<file path="config.mk">
export PLATFORM = sky130hd
export DESIGN_NAME = synth_i2c_regs
export DESIGN_NICKNAME = d
export VERILOG_FILES = /design/src/rtl/synth_i2c_regs.sv
export SDC_FILE = /design/constraint.sdc
export NUM_CORES = 1
export LEC_CHECK = 0
export BUFFER_PORTS_ARGS = -buffer_cell sky130_fd_sc_hd__buf_2
export CAP_MARGIN = 10
export CORE_ASPECT_RATIO = 0.7
export CORE_MARGIN = 2
export CORE_UTILIZATION = 53
export DETAILED_ROUTE_END_ITERATION = 8
export MAX_ROUTING_LAYER = met4
export PLACE_DENSITY = 0.73
export SLEW_MARGIN = 30
export SYNTH_ARGS = -nofsm -noshare
export SYNTH_HDL_FRONTEND = slang
export SYNTH_SLANG_ARGS = --single-unit
</file>
<file path="constraint.sdc">
create_clock -name clk -period 2.9 [get_ports clk]
set_clock_uncertainty 0.1 [all_clocks]
set_input_delay 0.145 -clock clk [delete_from_list [all_inputs] [get_ports clk]]
set_output_delay 0.145 -clock clk [all_outputs]
set_load 0.02 [all_outputs]
</file>
<file path="src/rtl/synth_i2c_regs.sv">
module synth_i2c_regs #(
  parameter logic [4:0] DEV_ID = 5'b11000
) (
  input  logic        clk,
  input  logic        rst_n,
  input  logic        scl_i,
  input  logic        sda_i,
  input  logic [1:0]  addr_sel_i,
  input  logic        lock_i,
  output logic        sda_pull_o,
  output logic [14:0] div_o,
  output logic [2:0]  test_o,
  output logic [3:0]  ratio_o,
  output logic [1:0]  pump_o,
  output logic        ref_en_o,
  output logic        ref_sel_o,
  output logic [3:0]  port_o
);

  typedef enum logic [2:0] {S_IDLE, S_ADDR, S_ACK, S_WDAT, S_RDAT, S_RACK} st_t;

  logic [1:0] scl_sy, sda_sy;
  logic       scl_d, sda_d;
  st_t        st;
  logic [2:0] bcnt;
  logic [6:0] shr;
  logic [7:0] tx;
  logic       rw, ack_on, second, ctrl_pair;
  logic [6:0] hi_stage;
  logic       hi_pend, rd_seen, por_q;

  wire scl_s = scl_sy[1];
  wire sda_s = sda_sy[1];
  wire scl_rise = scl_s & ~scl_d;
  wire scl_fall = ~scl_s & scl_d;
  wire start_det = scl_s & scl_d & sda_d & ~sda_s;
  wire stop_det  = scl_s & scl_d & ~sda_d & sda_s;
  wire [7:0] rx_byte = {shr, sda_s};
  wire byte_end = scl_rise & (bcnt == 3'd7);
  wire addr_ok = (rx_byte[7:3] == DEV_ID) & (rx_byte[2:1] == addr_sel_i);
  wire [7:0] status = {por_q, lock_i, 6'b0};

  always_ff @(posedge clk or negedge rst_n) begin
    if (!rst_n) begin
      scl_sy <= 2'b11;
      sda_sy <= 2'b11;
      scl_d  <= 1'b1;
      sda_d  <= 1'b1;
    end else begin
      scl_sy <= {scl_sy[0], scl_i};
      sda_sy <= {sda_sy[0], sda_i};
      scl_d  <= scl_s;
      sda_d  <= sda_s;
    end
  end

  always_ff @(posedge clk or negedge rst_n) begin
    if (!rst_n) begin
      st <= S_IDLE;
      bcnt <= '0;
      shr <= '0;
      tx <= '0;
      rw <= 1'b0;
      ack_on <= 1'b0;
      second <= 1'b0;
      ctrl_pair <= 1'b0;
      hi_stage <= '0;
      hi_pend <= 1'b0;
      rd_seen <= 1'b0;
      por_q <= 1'b1;
      sda_pull_o <= 1'b0;
      div_o <= '0;
      test_o <= '0;
      ratio_o <= '0;
      pump_o <= '0;
      ref_en_o <= 1'b1;
      ref_sel_o <= 1'b1;
      port_o <= '0;
    end else if (start_det) begin
      st <= S_ADDR;
      bcnt <= '0;
      second <= 1'b0;
      sda_pull_o <= 1'b0;
    end else if (stop_det) begin
      st <= S_IDLE;
      sda_pull_o <= 1'b0;
      if (hi_pend) begin
        div_o <= {hi_stage, div_o[7:0]};
        hi_pend <= 1'b0;
      end
      if (rd_seen) begin
        por_q <= 1'b0;
        rd_seen <= 1'b0;
      end
    end else begin
      case (st)
        S_ADDR: if (scl_rise) begin
          shr <= rx_byte[6:0];
          bcnt <= bcnt + 3'd1;
          if (bcnt == 3'd7) begin
            ack_on <= 1'b0;
            rw <= sda_s;
            st <= addr_ok ? S_ACK : S_IDLE;
          end
        end
        S_ACK: if (scl_fall) begin
          if (!ack_on) begin
            ack_on <= 1'b1;
            sda_pull_o <= 1'b1;
          end else begin
            ack_on <= 1'b0;
            bcnt <= '0;
            if (rw) begin
              st <= S_RDAT;
              tx <= status;
              sda_pull_o <= ~status[7];
              rd_seen <= 1'b1;
            end else begin
              st <= S_WDAT;
              sda_pull_o <= 1'b0;
            end
          end
        end
        S_WDAT: if (scl_rise) begin
          shr <= rx_byte[6:0];
          bcnt <= bcnt + 3'd1;
          if (bcnt == 3'd7) begin
            st <= S_ACK;
            ack_on <= 1'b0;
            if (!second) begin
              second <= 1'b1;
              ctrl_pair <= rx_byte[7];
              if (rx_byte[7]) begin
                test_o <= rx_byte[6:4];
                ratio_o <= rx_byte[3:0];
              end else begin
                hi_stage <= rx_byte[6:0];
                hi_pend <= 1'b1;
              end
            end else begin
              second <= 1'b0;
              if (ctrl_pair) begin
                pump_o <= rx_byte[7:6];
                ref_en_o <= rx_byte[5];
                ref_sel_o <= rx_byte[4];
                port_o <= rx_byte[3:0];
              end else begin
                div_o <= {hi_stage, rx_byte};
                hi_pend <= 1'b0;
              end
            end
          end
        end
        S_RDAT: begin
          if (scl_fall) begin
            tx <= {tx[6:0], 1'b0};
            sda_pull_o <= ~tx[6];
          end else if (scl_rise) begin
            bcnt <= bcnt + 3'd1;
            if (bcnt == 3'd7) begin
              st <= S_RACK;
              ack_on <= 1'b0;
            end
          end
        end
        S_RACK: begin
          if (scl_fall && !ack_on) begin
            sda_pull_o <= 1'b0;
            ack_on <= 1'b1;
          end else if (scl_rise && ack_on && sda_s) begin
            st <= S_IDLE;
          end else if (scl_fall && ack_on) begin
            ack_on <= 1'b0;
            bcnt <= '0;
            tx <= status;
            sda_pull_o <= ~status[7];
            st <= S_RDAT;
          end
        end
        default: st <= S_IDLE;
      endcase
    end
  end

  AST_NO_ACK_ON_MISMATCH: assert property (@(posedge clk) disable iff (!rst_n)
    (st == S_ADDR && byte_end && !addr_ok && !start_det && !stop_det) |=> !sda_pull_o);
  AST_PULL_WHILE_SCL_LOW: assert property (@(posedge clk) disable iff (!rst_n)
    !$stable(sda_pull_o) |-> !$past(scl_s));
  AST_CTRL_ON_BYTE: assert property (@(posedge clk) disable iff (!rst_n)
    !$stable({pump_o, ref_en_o, ref_sel_o, port_o}) |-> $past(st == S_WDAT && byte_end));
  AST_DIV_COMMIT_POINTS: assert property (@(posedge clk) disable iff (!rst_n)
    !$stable(div_o) |-> $past(stop_det || (st == S_WDAT && byte_end)));
  AST_POR_CLEAR_AT_STOP: assert property (@(posedge clk) disable iff (!rst_n)
    $fell(por_q) |-> $past(stop_det));
  AST_NACK_RELEASE: assert property (@(posedge clk) disable iff (!rst_n)
    (st == S_RACK && ack_on && scl_rise && sda_s && !start_det && !stop_det) |=> (st == S_IDLE && !sda_pull_o));

endmodule

</file>
After elaboration in Yosys (flattened, before gate mapping)

Cells that the tools add are included.
Widths: inputs -> output; s select.

Add/subtract/negate cells: 1
Equality and inequality tests: 43
Muxes and demuxes: 79
Bitwise logic cells: 19
Reductions and logical operators: 38

Operator list:

| cell               | number |
|---|---|
| $mux 15            | 7 |
| $mux 3             | 24 |
| $mux 7             | 7 |
| $ne 4x4->1 const B | 11 |
| $reduce_and 7->1   | 6 |
| $mux 1             | 35 |
| $ne 3x3->1 const B | 8 |
| $reduce_bool 2->1  | 11 |
| $pmux 7 s3         | 1 |
| $ne 2x2->1 const B | 10 |
| $ne 5x5->1 const B | 3 |
| $pmux 3 s5         | 1 |
| $reduce_and 5->1   | 3 |
| $pmux 3 s4         | 1 |
| $reduce_and 6->1   | 2 |
| $not 1->1          | 11 |
| $reduce_and 11->1  | 1 |
| $reduce_and 10->1  | 1 |
| $reduce_bool 5->1  | 2 |
| $eq 3x3->1 const B | 3 |
| $and 1x1->1        | 8 |
| $reduce_and 4->1   | 2 |
| $reduce_and 8->1   | 1 |
| $eq 3x2->1 const B | 2 |
| other kinds (16)   | 19 |

Flip-flop bits (word level): 71
Logic and storage cells: 205

Logic depth before layout (Yosys ltp)

Depth after elaboration: 9
Gate-level depth with buffers: 8
Gate-level depth less buffers: 6

Worst setup path after synthesis

OpenSTA, ideal clock, no wires.

Path kind: register to register
Start point: reg scl_sy[1]
End point: reg ratio_o[0]
Library setup time: 125 ps
Data arrival time: 1,733 ps
Setup slack: 942 ps
Stages on the path, launching flop included: 6
Buffers on the path: 1
Path through: dfstp_2 > and4bb_1 > buf_6 > nand3_2 > nor3b_4 > mux2_2

Word-level cells in the longest chain between the ends: 5
Elaborated cells between the ends (all ways): 9
Those cells by class: bitwise (8); reduce/logical (1)

Ends and longest elaborated chain:

| element                                     | RTL line | source |
|---|---|---|
| start: declaration                          | 22       | `logic [1:0] scl_sy, sda_sy;` |
| start signal: assignment                    | 50       | `scl_sy <= {scl_sy[0], scl_i};` |
| $and 1x1->1                                 | 36, 37   |  |
| $and 1x1->1 (on tied branches) (2 in a row) | 37, 36   |  |
| $not 1->1 (no line)                         | -        |  |
| $reduce_and 7->1 (no line) *                | -        |  |
| end signal: assignment                      | 135      | `ratio_o <= rx_byte[3:0];` |
| end: declaration                            | 13       | `output logic [3:0] ratio_o,` |

Every way passes the cells marked *; elsewhere a longest branch is shown, timed or not.
A chain may end at the register's enable or synchronous reset.

Worst setup path in the final report

Start point: reg st[0]
End point: reg port_o[3]

Word-level cells in the longest chain between the ends: 2

Ends and longest elaborated chain:

| element                    | RTL line | source |
|---|---|---|
| start: declaration         | 24       | `st_t st;` |
| start signal: assignment   | 103      | `st <= addr_ok ? S_ACK : S_IDLE;` |
| $eq 3x2->1                 | 96       | `case (st)` |
| $reduce_and 7->1 (no line) | -        |  |
| end signal: assignment     | 146      | `port_o <= rx_byte[3:0];` |
| end: declaration           | 17       | `output logic [3:0] port_o` |

No other way between the ends.

==> summary.md <==
| Metric | Value |
|---|---|
| WL final | 6250 µm |
| Drc violations | 0 |
| CTS root buf | clkbuf_8 |
| RSZ-0062 raised after global routing | false |
| Number of global-route vias before repair | 1,994 |
| Initial antenna violation count | 0 |
| Worst path slowest cell | dfrtp_1 |
| Max-slew headroom | 49.4% |
| Die area | 6330 µm² |
| Total global-route track usage | 22.3% |
| Minimum clock period | 2.21 ns |
| Worst Path Buf+Inv | 0 |
| Hold Violations, Final | 0 |
| Worst skew pair latency | 0.35 ns |
| Seq/Total Area, Yosys | 54.2% |
| Post-synth EDFFs | 0 |
| Max Cap Viol | 0 |
| Core area | 5370 µm² |
| CTS max path bufs | 2 |
| GR Overflow Total | 0 |
| Distinct cell type count after synthesis | 52 |
| Setup crit end kind | register |
| CP max FO | 14 |
| Layout cells sized above 1 | 43.1% |
| Leakage | 1.75 nW |
| CTS tree | done |
| Fin crit share | 76.0% |
| # IOs | 38 |
| Worst-Margin Slew | 0.758 ns |
| Top achievable clock speed | 453 MHz |
| DP HPWL | 4360 µm |
| Post-synth top flop | dfrtp_1 |
| Avg Cell Area, Syn | 13.1 µm² |
| Final RePlAce weighted congestion | 0.922 |
| # rows | 22 |
| Cells after synthesis | 230 |
| Final setup TNS | 0 ns |
| Startpoint type of the worst setup path | register |
| Crit path required time | 3.03 ns |
| Yosys reg bits | 65 |
| Final setup margin | 0.695 ns |
| Critical path, cell by cell | and4bb_1 > nand3_2 > nor2_2 > mux2_2 |
| Antenna Cells | 0 |
| Nets | 286 |
| CTS Buf Count | 9 |
| Setup CP Type | reg -> reg |
| Pre-antenna DRT Iters | 4 |
| H-tree Lvls | 3 |
| Setup Buffers After CTS | 0 |
| Hold Path Class | in -> reg |
| Clk slew on worst S/H paths | 0.07 ns |
| CTS sink count | 65 |
| Pre-CTS WS | 0.701 ns |
| Top cell family by delay on the critical path | simple AND/OR/NAND/NOR gates |
| Routed Antenna Nets | 0 |
| Via-to-Cell Ratio | 5.76 |
| Outcome | completed |
| Initial Util | 56.2% |
| Endpoints failing setup | 0 |
| DR vias | 2,034 |
| Syn nets | 240 |
| Post-synth ARST share | 100% |
| Synthesized area | 3020 µm² |
| P&R area growth vs syn | 17.9% |
| Synth warn | 0 |
| Largest net degree at the start of global routing | 34 |
| DIE WIDTH | 94.2 µm |
| Worst Path Arrival | 2.34 ns |
| P per Cell Area | 739 nW/µm² |
| Max-slew violations | 0 |
| Die span in y | 67.1 µm |
| Maximum VDD drop | 0.492 mV |
| CP max stage delay | 0.58 ns |
| DR iter-0 viols | 133 |
| I/O Buffers | 37 |
| First-pass GRT wire length | 10,000 µm |
| Drt wl/cell | 17.7 µm |
routing by layer:
metal,GRT usage [%],vias to the layer above,wire (µm)
met2,30.4,61,2610
li1,-,938,-
met1,31.1,1020,3190
met4,7.79,0,98
met3,7.59,15,358
met5,-,-,0
worst paths after layout:
kind | startpoint | to | slack (ns) | cells after the start
setup / recovery | st[0] | port_o[3] | 0.69 | 4
hold / removal | addr_sel_i[0] | st[1] | 0.24 | 5
setup reg to reg | st[0] | port_o[3] | 0.69 | 4
hold reg to reg | scl_sy[0] | scl_sy[1] | 0.26 | 0
max in group asynchronous | rst_n | sda_sy[1] | 1.61 | 3
min in group asynchronous | rst_n | ctrl_pair | 0.30 | 2
flip-flops by register name (all words and copies together), names as in the netlist, 2 cells and up:
signal and cells:
div_o 15, hi_stage 7, shr 7, port_o 4, ratio_o 4, bcnt 3
st 3, test_o 3, pump_o 2, scl_sy 2, sda_sy 2
cell families after synthesis:
family / count (synthesis) / synth area share, %
AOI/OAI and AO/OA: 35 / 8.25
xor gates and xnor gates: 4 / 1.16
adders and majority gates: 3 / 1.24
buffers and inverters: 16 / 2.86
DFF: 65 / 54.2
muxes: 51 / 19.7
and+or+nand+nor: 56 / 12.6
worst reg2reg max path: stages (launching register included):
cell and delay, ns:
dfrtp_1 0.58, and4bb_1 0.33, nand3_2 0.23, nor2_2 0.45, mux2_2 0.40
area by class of cell:
class                   instances  area [µm²]
clock buffers                  10         138
clock inverters                 6         115
fillers                       405        1810
inverters                       4        15.0
multi-input cells             149        1290
flip-flops and latches         65        1640
well taps                      72        90.1
repair buffers                 47         270
cells in the mapped netlist (3+ instances only):
library cell / instances / share of area (%)
a21oi_1: 4 / 0.66
nand2_1: 11 / 1.4
mux2_2: 39 / 15
mux2_4: 7 / 3.5
nor3b_1: 4 / 0.99
clkbuf_1: 6 / 0.75
nor2_1: 8 / 0.99
o21ai_0: 6 / 0.99
nor2b_1: 5 / 1.0
buf_6: 3 / 1.1
o211ai_1: 4 / 0.99
ha_1: 3 / 1.2
buf_2: 3 / 0.50
xor2_1: 3 / 0.87
dfstp_2: 9 / 7.8
inv_1: 4 / 0.50
dfrtp_1: 56 / 46
nand2b_1: 5 / 1.0
nor3_1: 3 / 0.50
mux2i_1: 5 / 1.7
timing repair:
action                    4_1_cts  5_1_grt
hold endpoints to repair       31        0
resized for setup               0        0
hold buffers                    4        0
power by group:
part,switching [mW],total (mW),internal (mW)
combinational,0.226,0.452,0.227
sequential,0.216,1.22,1.01
clock,0.359,0.955,0.597
per-stage QoR:
| stage | instance area, µm² | cells | power (mW) | util, % | hold slack (ns) |
|---|---|---|---|---|---|
| finish | 3560 | 353 | 2.63 | 66.3 | 0.242 |
| global route | 3560 | 353 | 2.75 | 66.3 | 0.264 |
| CTS | 3560 | 353 | 2.63 | 66.3 | 0.238 |
| detailed placement | 3270 | 333 | 1.68 | 60.9 | 0.151 |
| global placement | 3270 | 333 | 1.65 | 60.9 | 0.150 |
| floorplan | 3020 | 230 | 1.50 | - | -0.251 |
layout by cell type, fill, tap and decap left out, types with 2 or more instances in the layout:
cell type,netlist,routed
a211oi_1,2,2
a21boi_0,2,2
a21o_1,2,2
a21oi_1,4,4
and3_1,2,2
and3b_1,2,2
buf_2,3,37
buf_4,0,6
bufinv_16,0,3
clkbuf_8,0,10
clkinv_4,0,2
dfrtp_1,56,56
dfstp_2,9,9
dlygate4sd3_1,0,4
ha_1,3,3
inv_1,4,4
mux2_2,39,39
mux2_4,7,7
mux2i_1,5,5
nand2_1,11,11
nand2b_1,5,5
nand3_1,2,2
nand4b_1,2,2
nor2_1,8,8
nor2b_1,5,5
nor3_1,3,3
nor3b_1,4,4
nor4_1,2,2
o211ai_1,4,4
o21ai_0,6,6
o22ai_1,2,2
o41ai_1,2,2
xor2_1,3,3
(Power assumes the default switching activity.)
